$ cat config.mk
export PLATFORM = sky130hd
export DESIGN_NAME = lbseq_top
export DESIGN_NICKNAME = d
export VERILOG_FILES = /design/src/rtl/lbseq_pkg.sv /design/src/rtl/lbseq_ctrl.sv /design/src/rtl/lbseq_addr.sv /design/src/rtl/lbseq_top.sv
export SDC_FILE = /design/constraint.sdc
export NUM_CORES = 1
export LEC_CHECK = 0
export CAP_MARGIN = 20
export CORE_UTILIZATION = 41
export CTS_CLUSTER_SIZE = 28
export DETAILED_ROUTE_END_ITERATION = 8
export MAX_ROUTING_LAYER = met4
export PLACE_DENSITY = 0.69
export SLEW_MARGIN = 20
export SYNTH_ARGS = -nofsm -noshare
export SYNTH_HDL_FRONTEND = slang
export SYNTH_SLANG_ARGS = --single-unit
$ cat constraint.sdc
create_clock -name clk -period 3.55 [get_ports clk]
set_input_delay 0.71 -clock clk [delete_from_list [all_inputs] [get_ports clk]]
set_output_delay 0.71 -clock clk [all_outputs]
set_load 0.01 [all_outputs]
$ cat src/rtl/lbseq_pkg.sv
package lbseq_pkg;
  // width of the line-buffer select carried in the strobe struct
  localparam int LB_SEL_W = 4;

  // strobes from the control to the address datapath
  typedef struct packed {
    logic                inc;  // step every bank counter of lb
    logic                clr;  // clear every bank counter of lb
    logic [LB_SEL_W-1:0] lb;   // line buffer being written
  } addrStrobe_t;
endpackage

$ cat src/rtl/lbseq_ctrl.sv
module lbseq_ctrl
  import lbseq_pkg::*;
#(
  parameter int NUM_LB     = 3,
  parameter int NUM_BANK   = 3,
  parameter int DEPTH      = 8,
  parameter int MAX_BLOCKS = 48,
  parameter int HEIGHT_W   = 12,
  parameter int OFF_W      = 3,
  parameter int REM_W      = 5,
  localparam int LB_W      = (NUM_LB > 1) ? $clog2(NUM_LB) : 1,
  localparam int BANK_W    = (NUM_BANK > 1) ? $clog2(NUM_BANK) : 1,
  localparam int BLK_W     = $clog2(MAX_BLOCKS + 1),
  localparam int IA_W      = (DEPTH > 1) ? $clog2(DEPTH) : 1,
  localparam int INSTR_W   = BANK_W + OFF_W + REM_W + BLK_W + 1
) (
  input  logic               clk,
  input  logic               rstN,
  input  logic               hostWr,
  input  logic               hostHeight,
  input  logic [IA_W-1:0]    hostAddr,
  input  logic [INSTR_W-1:0] hostData,
  input  logic               start,
  input  logic               blkValid,
  output logic               inReady,
  output addrStrobe_t        stb,
  output logic               blkAck,
  output logic               firstBlk,
  output logic               lastBlk,
  output logic [LB_W-1:0]    curLb,
  output logic [BANK_W-1:0]  startBank,
  output logic [OFF_W-1:0]   bankOff,
  output logic [REM_W-1:0]   remCnt
);
  // field positions inside an instruction word
  localparam int P_OFF  = BANK_W;
  localparam int P_REM  = P_OFF + OFF_W;
  localparam int P_BLK  = P_REM + REM_W;
  localparam int P_WRAP = P_BLK + BLK_W;

  logic [INSTR_W-1:0]  iram [DEPTH];
  logic [HEIGHT_W-1:0] heightReg;
  logic [IA_W-1:0]     fetchAddr;
  logic [BLK_W-1:0]    blkIdx;
  logic [LB_W-1:0]     lineLb;
  logic [HEIGHT_W-1:0] lineCnt;
  logic [BLK_W-1:0]    regBlocks;
  logic                regWrap;

  logic [INSTR_W-1:0]  word;
  logic                first, acc, endLine, eWrap;
  logic [BLK_W-1:0]    eBlocks;

  always_ff @(posedge clk) begin
    if (hostWr && !hostHeight) iram[hostAddr] <= hostData;
  end

  assign word    = iram[fetchAddr];
  assign first   = (blkIdx == '0);
  assign acc     = blkValid && inReady && !hostWr && !start;
  assign eBlocks = first ? word[P_BLK +: BLK_W] : regBlocks;
  assign eWrap   = first ? word[P_WRAP] : regWrap;
  assign endLine = acc && (blkIdx == (eBlocks - BLK_W'(1)));

  assign stb.inc = acc && !first;
  assign stb.clr = acc && first;
  assign stb.lb  = LB_SEL_W'(lineLb);

  always_ff @(posedge clk) begin
    if (!rstN) begin
      inReady   <= 1'b0;
      heightReg <= HEIGHT_W'(1);
      fetchAddr <= '0;
      blkIdx    <= '0;
      lineLb    <= '0;
      lineCnt   <= '0;
      regBlocks <= '0;
      regWrap   <= 1'b0;
      startBank <= '0;
      bankOff   <= '0;
      remCnt    <= '0;
      blkAck    <= 1'b0;
      firstBlk  <= 1'b0;
      lastBlk   <= 1'b0;
      curLb     <= '0;
    end else begin
      blkAck <= acc;
      if (hostWr) begin
        inReady <= 1'b0;
        if (hostHeight) heightReg <= hostData[HEIGHT_W-1:0];
      end else if (start) begin
        inReady   <= 1'b1;
        fetchAddr <= '0;
        blkIdx    <= '0;
        lineLb    <= '0;
        lineCnt   <= '0;
      end else if (acc) begin
        if (first) begin
          startBank <= word[BANK_W-1:0];
          bankOff   <= word[P_OFF +: OFF_W];
          remCnt    <= word[P_REM +: REM_W];
          regBlocks <= word[P_BLK +: BLK_W];
          regWrap   <= word[P_WRAP];
        end
        firstBlk <= first;
        lastBlk  <= endLine;
        curLb    <= lineLb;
        if (endLine) begin
          blkIdx    <= '0;
          fetchAddr <= (eWrap || fetchAddr == IA_W'(DEPTH - 1)) ? '0 : fetchAddr + IA_W'(1);
          lineLb    <= (lineLb == LB_W'(NUM_LB - 1)) ? '0 : lineLb + LB_W'(1);
          lineCnt   <= lineCnt + HEIGHT_W'(1);
          if (lineCnt + HEIGHT_W'(1) == heightReg) inReady <= 1'b0;
        end else begin
          blkIdx <= blkIdx + BLK_W'(1);
        end
      end
    end
  end

  // start without a host write opens the input
  assert_start_opens_R7: assert property (@(posedge clk) disable iff (!rstN)
    start && !hostWr |=> inReady);
  // any host write closes the input
  assert_host_closes_R7: assert property (@(posedge clk) disable iff (!rstN)
    hostWr |=> !inReady);
  // a wrapped line sends fetching back to the head of the list
  assert_wrap_fetch_R3: assert property (@(posedge clk) disable iff (!rstN)
    endLine && eWrap |=> fetchAddr == '0);
  // buffers are taken in turn
  assert_lb_cycle_R4: assert property (@(posedge clk) disable iff (!rstN)
    endLine |=> lineLb == (($past(lineLb) == LB_W'(NUM_LB - 1)) ? '0 : $past(lineLb) + LB_W'(1)));
  // fields hold over the rest of a line
  assert_fields_hold_R8: assert property (@(posedge clk) disable iff (!rstN)
    blkAck && !firstBlk |-> $stable(startBank) && $stable(bankOff) && $stable(remCnt));
  // nothing is acknowledged while closed
  assert_closed_ignores_R9: assert property (@(posedge clk) disable iff (!rstN)
    !inReady |=> !blkAck);
  // a line never runs past its block count
  assert_line_bound_R2: assert property (@(posedge clk) disable iff (!rstN)
    !first |-> blkIdx < regBlocks);
endmodule

$ cat src/rtl/lbseq_addr.sv
module lbseq_addr
  import lbseq_pkg::*;
#(
  parameter int NUM_LB   = 3,
  parameter int NUM_BANK = 3,
  parameter int ADDR_W   = 6,
  localparam int LB_W    = (NUM_LB > 1) ? $clog2(NUM_LB) : 1
) (
  input  logic                               clk,
  input  logic                               rstN,
  input  addrStrobe_t                        stb,
  output logic [NUM_BANK*ADDR_W-1:0]         rdAddr,
  output logic [NUM_LB*NUM_BANK*ADDR_W-1:0]  wrAddr
);
  logic [ADDR_W-1:0] cnt [NUM_LB][NUM_BANK];
  logic [LB_W-1:0]   activeLb;

  always_ff @(posedge clk) begin
    if (!rstN) activeLb <= '0;
    else if (stb.inc || stb.clr) activeLb <= LB_W'(stb.lb);
  end

  for (genvar l = 0; l < NUM_LB; l++) begin : g_lb
    for (genvar b = 0; b < NUM_BANK; b++) begin : g_bank
      always_ff @(posedge clk) begin
        if (!rstN) cnt[l][b] <= '0;
        else if (stb.lb == LB_SEL_W'(l)) begin
          if (stb.clr)      cnt[l][b] <= '0;
          else if (stb.inc) cnt[l][b] <= cnt[l][b] + ADDR_W'(1);
        end
      end
      assign wrAddr[(l*NUM_BANK+b)*ADDR_W +: ADDR_W] = cnt[l][b];
    end
  end

  for (genvar b = 0; b < NUM_BANK; b++) begin : g_rd
    assign rdAddr[b*ADDR_W +: ADDR_W] = cnt[activeLb][b];
  end

  // the first block of a line puts every bank at address 0
  assert_clr_zero_R5: assert property (@(posedge clk) disable iff (!rstN)
    stb.clr |=> rdAddr == '0);
  // later blocks advance the shared read address by one
  assert_inc_step_R5: assert property (@(posedge clk) disable iff (!rstN)
    stb.inc && (stb.lb == LB_SEL_W'(activeLb)) |=>
      rdAddr[ADDR_W-1:0] == $past(rdAddr[ADDR_W-1:0]) + ADDR_W'(1));
  // no strobe, no counter movement
  assert_idle_stable_R9: assert property (@(posedge clk) disable iff (!rstN)
    !stb.inc && !stb.clr |=> $stable(wrAddr));
endmodule

$ cat src/rtl/lbseq_top.sv
module lbseq_top
  import lbseq_pkg::*;
#(
  parameter int NUM_LB     = 3,
  parameter int NUM_BANK   = 3,
  parameter int DEPTH      = 8,
  parameter int MAX_BLOCKS = 48,
  parameter int HEIGHT_W   = 12,
  parameter int OFF_W      = 3,
  parameter int REM_W      = 5,
  localparam int LB_W      = (NUM_LB > 1) ? $clog2(NUM_LB) : 1,
  localparam int BANK_W    = (NUM_BANK > 1) ? $clog2(NUM_BANK) : 1,
  localparam int BLK_W     = $clog2(MAX_BLOCKS + 1),
  localparam int ADDR_W    = $clog2(MAX_BLOCKS),
  localparam int IA_W      = (DEPTH > 1) ? $clog2(DEPTH) : 1,
  localparam int INSTR_W   = BANK_W + OFF_W + REM_W + BLK_W + 1
) (
  input  logic                              clk,
  input  logic                              rstN,
  input  logic                              hostWr,
  input  logic                              hostHeight,
  input  logic [IA_W-1:0]                   hostAddr,
  input  logic [INSTR_W-1:0]                hostData,
  input  logic                              start,
  input  logic                              blkValid,
  output logic                              inReady,
  output logic                              blkAck,
  output logic                              firstBlk,
  output logic                              lastBlk,
  output logic [LB_W-1:0]                   curLb,
  output logic [BANK_W-1:0]                 startBank,
  output logic [OFF_W-1:0]                  bankOff,
  output logic [REM_W-1:0]                  remCnt,
  output logic [NUM_BANK*ADDR_W-1:0]        rdAddr,
  output logic [NUM_LB*NUM_BANK*ADDR_W-1:0] wrAddr
);
  addrStrobe_t stb;

  lbseq_ctrl #(
    .NUM_LB(NUM_LB), .NUM_BANK(NUM_BANK), .DEPTH(DEPTH), .MAX_BLOCKS(MAX_BLOCKS),
    .HEIGHT_W(HEIGHT_W), .OFF_W(OFF_W), .REM_W(REM_W)
  ) u_ctrl (
    .clk(clk), .rstN(rstN), .hostWr(hostWr), .hostHeight(hostHeight),
    .hostAddr(hostAddr), .hostData(hostData), .start(start), .blkValid(blkValid),
    .inReady(inReady), .stb(stb), .blkAck(blkAck), .firstBlk(firstBlk),
    .lastBlk(lastBlk), .curLb(curLb), .startBank(startBank), .bankOff(bankOff),
    .remCnt(remCnt)
  );

  lbseq_addr #(
    .NUM_LB(NUM_LB), .NUM_BANK(NUM_BANK), .ADDR_W(ADDR_W)
  ) u_addr (
    .clk(clk), .rstN(rstN), .stb(stb), .rdAddr(rdAddr), .wrAddr(wrAddr)
  );
endmodule

## After elaboration in Yosys (flattened, before gate mapping)

Memory sizes are Yosys's and may differ from the RTL's. A register that Yosys moved wholly into a read port is not among the register bits.
Index checks and enable logic that the tools add are counted.

| word-level totals | value |
|---|---|
| register bits | 60 |
| memory bits (writable) | 190 |
| input port bits | 26 |
| output and inout port bits | 88 |
| memories | 2 |

Memory list:

| name | depth | width | rd ports | clocked after memory_dff | wr ports | line | RTL |
|---|---|---|---|---|---|---|---|
| u_ctrl.iram | 8 | 17 | 1 | 1 | 1 | lbseq_ctrl.sv:41 | `logic [INSTR_W-1:0] iram [DEPTH];` |
| u_addr.cnt | 3 | 18 | 4 | 1 | 3 | lbseq_addr.sv:15 | `logic [ADDR_W-1:0] cnt [NUM_LB][NUM_BANK];` |

| cells by class | value |
|---|---|
| add/sub/neg operators | 14 |
| equality and inequality tests | 5 |
| muxes and demuxes | 66 |
| bitwise gates (word level) | 21 |
| reductions and logical operators | 25 |

Operator list:

| kind | count |
|---|---|
| 2-to-1 mux 6 bit | 22 |
| adder 6 x 1 -> 6 bit (second input constant) | 10 |
| 2-to-1 mux 12 bit | 3 |
| 2-to-1 mux 1 bit | 29 |
| 2-to-1 mux 3 bit | 6 |
| bitwise OR 1 bit | 18 |
| adder 12 x 1 -> 12 bit (second input constant) | 1 |
| equality test 12 bit | 1 |
| 2-to-1 mux 2 bit | 6 |
| AND reduction 3 bit | 3 |
| logical AND 1 bit | 7 |
| equality test 6 bit | 1 |
| logical NOT 6 bit | 1 |
| nonzero test 2 bit | 3 |
| subtractor 6 x 1 -> 6 bit (second input constant) | 1 |
| logical NOT 1 bit | 4 |
| logical NOT 4 bit | 1 |
| AND reduction 2 bit | 2 |
| AND reduction 4 bit | 1 |
| adder 3 x 1 -> 3 bit (second input constant) | 1 |
| equality test 3 bit (second input constant) | 1 |
| NOT 1 bit | 3 |
| adder 2 x 1 -> 2 bit (second input constant) | 1 |
| equality test 2 x 1 -> 1 bit (second input constant) | 1 |
| 3 further kinds | 4 |

## Depth between registers and ports, before layout

| logic depth | value |
|---|---|
| depth in word-level cells | 10 |
| mapped depth | 15 |
| gate-level depth less buffers | 13 |

## By module

From an unflattened synthesis, not the netlist that was laid out.

| second synthesis, totals | value |
|---|---|
| cells, all modules | 868 |
| area, all modules | 11338.4 um^2 |

Modules (own cells, without submodules):

| module | times used | cells each | area each (um^2) | seq. area each (um^2) |
|---|---|---|---|---|
| lbseq_ctrl | 1 | 582 | 8286.7 | 5305.1 |
| lbseq_addr | 1 | 286 | 3051.7 | 1701.6 |

## Worst setup path before layout

OpenSTA, ideal clock, no wires.

| timing | value |
|---|---|
| path type | flip-flop to flip-flop |
| from | register u_ctrl.blkIdx[0] |
| to | register u_ctrl.lineCnt[10] |
| setup time | 0.073 ns |
| arrival time | 3.284 ns |
| required time | 3.477 ns |
| path slack | 0.192 ns |
| stages on the path, launching flop included | 16 |
| path buffers | 2 |
| clock period less this slack | 3.358 ns |
| path through | dfxtp_1 -> inv_1 -> ha_1 -> or4b_4 -> nand2b_4 -> buf_6 -> o21ai_0 -> inv_1 -> ha_1 -> or2_2 -> o21a_1 -> o211ai_1 -> o211ai_1 -> buf_2 -> or3_4 -> o22ai_2 |

| between the ends | value |
|---|---|
| word-level cells in the longest chain between the ends | 7 |

Ends and longest elaborated chain:

| what | line | RTL |
|---|---|---|
| start, declared | lbseq_ctrl.sv:44 | `logic [BLK_W-1:0] blkIdx;` |
| start signal, assigned | lbseq_ctrl.sv:115 | `blkIdx <= blkIdx + BLK_W'(1);` |
| logical NOT 6 bit | lbseq_ctrl.sv:59 | `assign first = (blkIdx == '0);` |
| 2-to-1 mux 6 bit | lbseq_ctrl.sv:61 | `assign eBlocks = first ? word[P_BLK +: BLK_W] : regBlocks;` |
| subtractor 6 x 1 -> 6 bit | lbseq_ctrl.sv:63 | `assign endLine = acc && (blkIdx == (eBlocks - BLK_W'(1)));` |
| equality test 6 bit (*) | lbseq_ctrl.sv:63 |  |
| logical AND 1 bit (*) | lbseq_ctrl.sv:63 |  |
| nonzero test 2 bit (no source line) (*) | - |  |
| AND reduction 3 bit (no source line) (*) | - |  |
| end signal, assigned | lbseq_ctrl.sv:112 | `lineCnt <= lineCnt + HEIGHT_W'(1);` |
| end, declared | lbseq_ctrl.sv:46 | `logic [HEIGHT_W-1:0] lineCnt;` |

Mark *: on every way between the ends. The rest lies on a longest branch, timed or not.
A chain may end at the register's enable or synchronous reset.

## Final worst setup path

Same ends and word-level chain as after synthesis.

==> flow_summary.toml <==
[global_routing]
use_met2_pct = 29.9
use_met1_pct = 23.4
grt_pass1_wl_mm = 38.6
grt_max_degree = 49
track_usage_pct = 18.1
grt_pass1_vias = 7105
grt_use_met3_pct = 2.79
grt.overflow.total = 0
antenna_found_initial = 0
top_usage_layer = "met2"

[power_and_ir_drop]
finalPower_mw = 6.27
switching_share_pct = 21.8
combPwrFrac_pct = 5.7
clkPwrFrac_pct = 41.4
p_switching_mw = 1.37
internal-power_mw = 4.91
vdd_drop_max_v = 0.000354
static-leakage-power_nw = 4.67
power_density_nw_per_um2 = 457
seqPwrFrac_pct = 52.9

[final_layout]
fillerInstances = 2344
nets = 1029
syn2layout_area_growth_pct = 22.5
fin_cells = 1350
diodes = 0
drive_above_1_share_pct = 13.1

[clock_network]
htree_levels = 1
clk_path_buf_depth = 3
cts_tree = "yes"
insertion_delay_ns = 0.55
numClockSinks = 255
root_buffer = "clkbuf_16"
cts_buffers = 27
cts_setup_buffers = 0
clk_pin_slew_ns = 0.06

[sta]
fmax_ghz = 0.298
tightest_slew_ns = 0.700
period_needed_ns = 3.36
hold_slack_ns = 0.469
setup_tns_ns = 0
setup_viol = 0
min_period_over_period_pct = 94.7
slew_headroom_pct = 52.1
fin_worst_skew_ns = 0.0154
hold_viol_final = 0
drv_slew = 0
rsz0062_at_grt = "false"

[drt]
vias = 7188
drc = 0
drt_wl_total_mm = 24.4
via_per_inst = 5.32
drtPass1Iterations = 7
drtAntennaViolNets = 0
wl_per_cell_um = 18.1
drt_iter0_drc = 477

[critical_path]
r2r_slack_ns = 0.19
reg2reg_depth = 15
path_depth = 15
cp.arrival_ns = 3.77
r2r_end = "u_ctrl.lineCnt[10]"
crit_type = "reg2reg"
worstPathCellList = "inv_1 -> ha_1 -> or4b_4 -> nand2b_4 -> o21ai_2 -> inv_1 -> ha_1 -> or2_2 -> o21a_1 -> o211ai_1 -> o211ai_1 -> buf_4 -> o211ai_2 -> buf_4 -> o22ai_2"
critPathMaxFanout = 12
endpoint = "u_ctrl.lineCnt[10]"
crit_family = "simple AND/OR/NAND/NOR gates"
slowest_stage = "or4b_4"
worstSetupStartpointType = "flop"
cp_num_buf_inv = 4
max_stage_delay_ns = 0.51
timing.rr.start = "u_ctrl.blkIdx[0]"
critPathRequiredTime_ns = 3.96
crit_start = "u_ctrl.blkIdx[0]"
worstSetupEndpointType = "flop"

[placed_design]
place_congestion = 0.881
hpwlAfterDp_mm = 16.5
dp.cells = 1300
io_buffers = 113

[flow_run]
maxCapViolCount = 0

[floorplanning]
num_rows = 60
io_pins = 114
dieArea_um2 = 28000
coreArea_um2 = 26900
die_h_um = 167
die_w_um = 167
start_util_pct = 41.6

[synthesis]
async_reset_ff_share_pct = 0
synthCells = 847
synth_seq_cells = 255
syn_area_um2 = 11200
ys_seq_area_share_pct = 62.6
yosys_warnings = 0
synth_nets = 888
synth_flop_cell = "edfxtp_1"
synth_edf_count = 190
ys_types = 60
avgSynthCellArea_um2 = 13.2

[hold_path]
hp-class = "reg2reg"

[run_status]
outcome = "finished clean"
metrics by stage:
| stage | cell area (um^2) | utilization [%] | setup WS (ns) |
|---|---|---|---|
| final | 13700 | 51.0 | 0.189 |
| after global routing | 13700 | 51.0 | 0.00236 |
| after CTS | 13700 | 51.0 | 0.114 |
| after detailed placement | 12900 | 47.9 | 0.141 |
| after global placement | 12900 | 47.9 | 0.229 |
| after floorplan | 11200 | - | 0.192 |
worst register-to-register path, stage by stage (launching register included):
cell	delay [ns]
dfxtp_1	0.31
inv_1	0.08
ha_1	0.15
or4b_4	0.51
nand2b_4	0.21
o21ai_2	0.16
inv_1	0.06
ha_1	0.24
or2_2	0.30
o21a_1	0.17
o211ai_1	0.16
o211ai_1	0.15
buf_4	0.20
o211ai_2	0.20
buf_4	0.24
o22ai_2	0.09
power groups by stage:
stage               Sequential [mW]  Combinational, mW  Clock, mW
global route                   3.33              0.389       2.77
CTS                            3.32              0.360       2.65
detailed placement             3.38              0.359          0
floorplan                      3.38              0.174          0
finish                         3.32              0.358       2.59
global placement               3.38              0.354          0
cell usage after synthesis (6+ instances only):
master	count	area (um^2)
a2111oi_0	6	52.6
a21boi_0	17	128
nand2_1	94	353
nor2_1	74	278
inv_1	28	105
nor3_1	6	30.0
xnor2_1	37	324
mux2i_1	40	400
nand2b_1	8	50.1
nand3_1	29	145
dfxtp_1	65	1300
o21ai_0	30	150
and3_1	14	87.6
nand4_1	6	37.5
xor2_1	26	228
a21oi_1	6	30.0
edfxtp_1	190	5710
or3_1	6	37.5
mux4_2	31	698
buf_2	7	35.0
ha_1	15	188
o211a_1	14	140
clkbuf_1	23	86.3
nor2b_1	9	56.3
worst min path at each step:
| stage | start | endpoint | cells after the start |
|---|---|---|---|
| 6_report | u_ctrl.curLb[1] | u_ctrl.curLb[1] | 2 |
| 5_1_grt | u_ctrl.heightReg[10] | u_ctrl.heightReg[10] | 2 |
| 4_1_cts | u_ctrl.curLb[1] | u_ctrl.curLb[1] | 2 |
| 3_5_place_dp | u_ctrl.curLb[1] | u_ctrl.curLb[1] | 2 |
| 3_3_place_gp | u_ctrl.curLb[1] | u_ctrl.curLb[1] | 2 |
| 2_1_floorplan | u_addr.activeLb[0] | flop | 2 |
sequential cells by signal, summed over array words and instances, names as in the netlist, 3 cells and up, named ones only:
register,count
u_ctrl.iram,136
u_addr.cnt,54
u_ctrl.heightReg,12
u_ctrl.lineCnt,12
u_ctrl.blkIdx,6
u_ctrl.regBlocks,6
u_ctrl.remCnt,5
u_ctrl.bankOff,3
u_ctrl.fetchAddr,3
cell usage in the layout (no fill, tap or decap), types with 14 or more instances in the layout:
| master | n |
|---|---|
| edfxtp_1 | 190 |
| clkdlybuf4s50_1 | 112 |
| nand2_1 | 94 |
| nor2_1 | 73 |
| dfxtp_1 | 63 |
| mux2i_1 | 40 |
| xnor2_1 | 37 |
| buf_4 | 36 |
| mux4_2 | 31 |
| nand3_1 | 29 |
| inv_1 | 28 |
| clkbuf_16 | 28 |
| o21ai_0 | 27 |
| xor2_1 | 26 |
| a21boi_0 | 17 |
| ha_1 | 15 |
| o211a_1 | 14 |
| and3_1 | 14 |
cell families after synthesis:
| kind of cell | synth area share [%] |
|---|---|
| buf+inv | 2.43 |
| simple gates | 10.7 |
| flops | 62.6 |
| fa+ha+maj | 1.68 |
| xor+xnor | 4.93 |
| mux | 10.1 |
| compound gates | 7.48 |
timing repair:
| action | in CTS | in global routing |
|---|---|---|
| setup endpoints to repair | 0 | 25 |
| hold buffers | 0 | 0 |
| gates resized for setup | 0 | 4 |
metal layers:
layer  routed length (um)  part of all wire, %
met1                10600                   43
met4                  423                  1.7
met5                    0                    0
met2                12000                   49
met3                 1370                  5.6
area by class of cell:
cell class,count,area [um^2],share of cell area (%)
Sequential cell,255,7010,51.1
Multi-Input combinational cell,527,3950,28.8
Timing Repair Buffer,149,1400,10.2
Clock buffer,33,729,5.32
Tap cell,341,427,3.11
Inverter,28,105,0.766
Clock inverter,17,98.8,0.721
No activity file was read; power rests on OpenSTA's default activity.
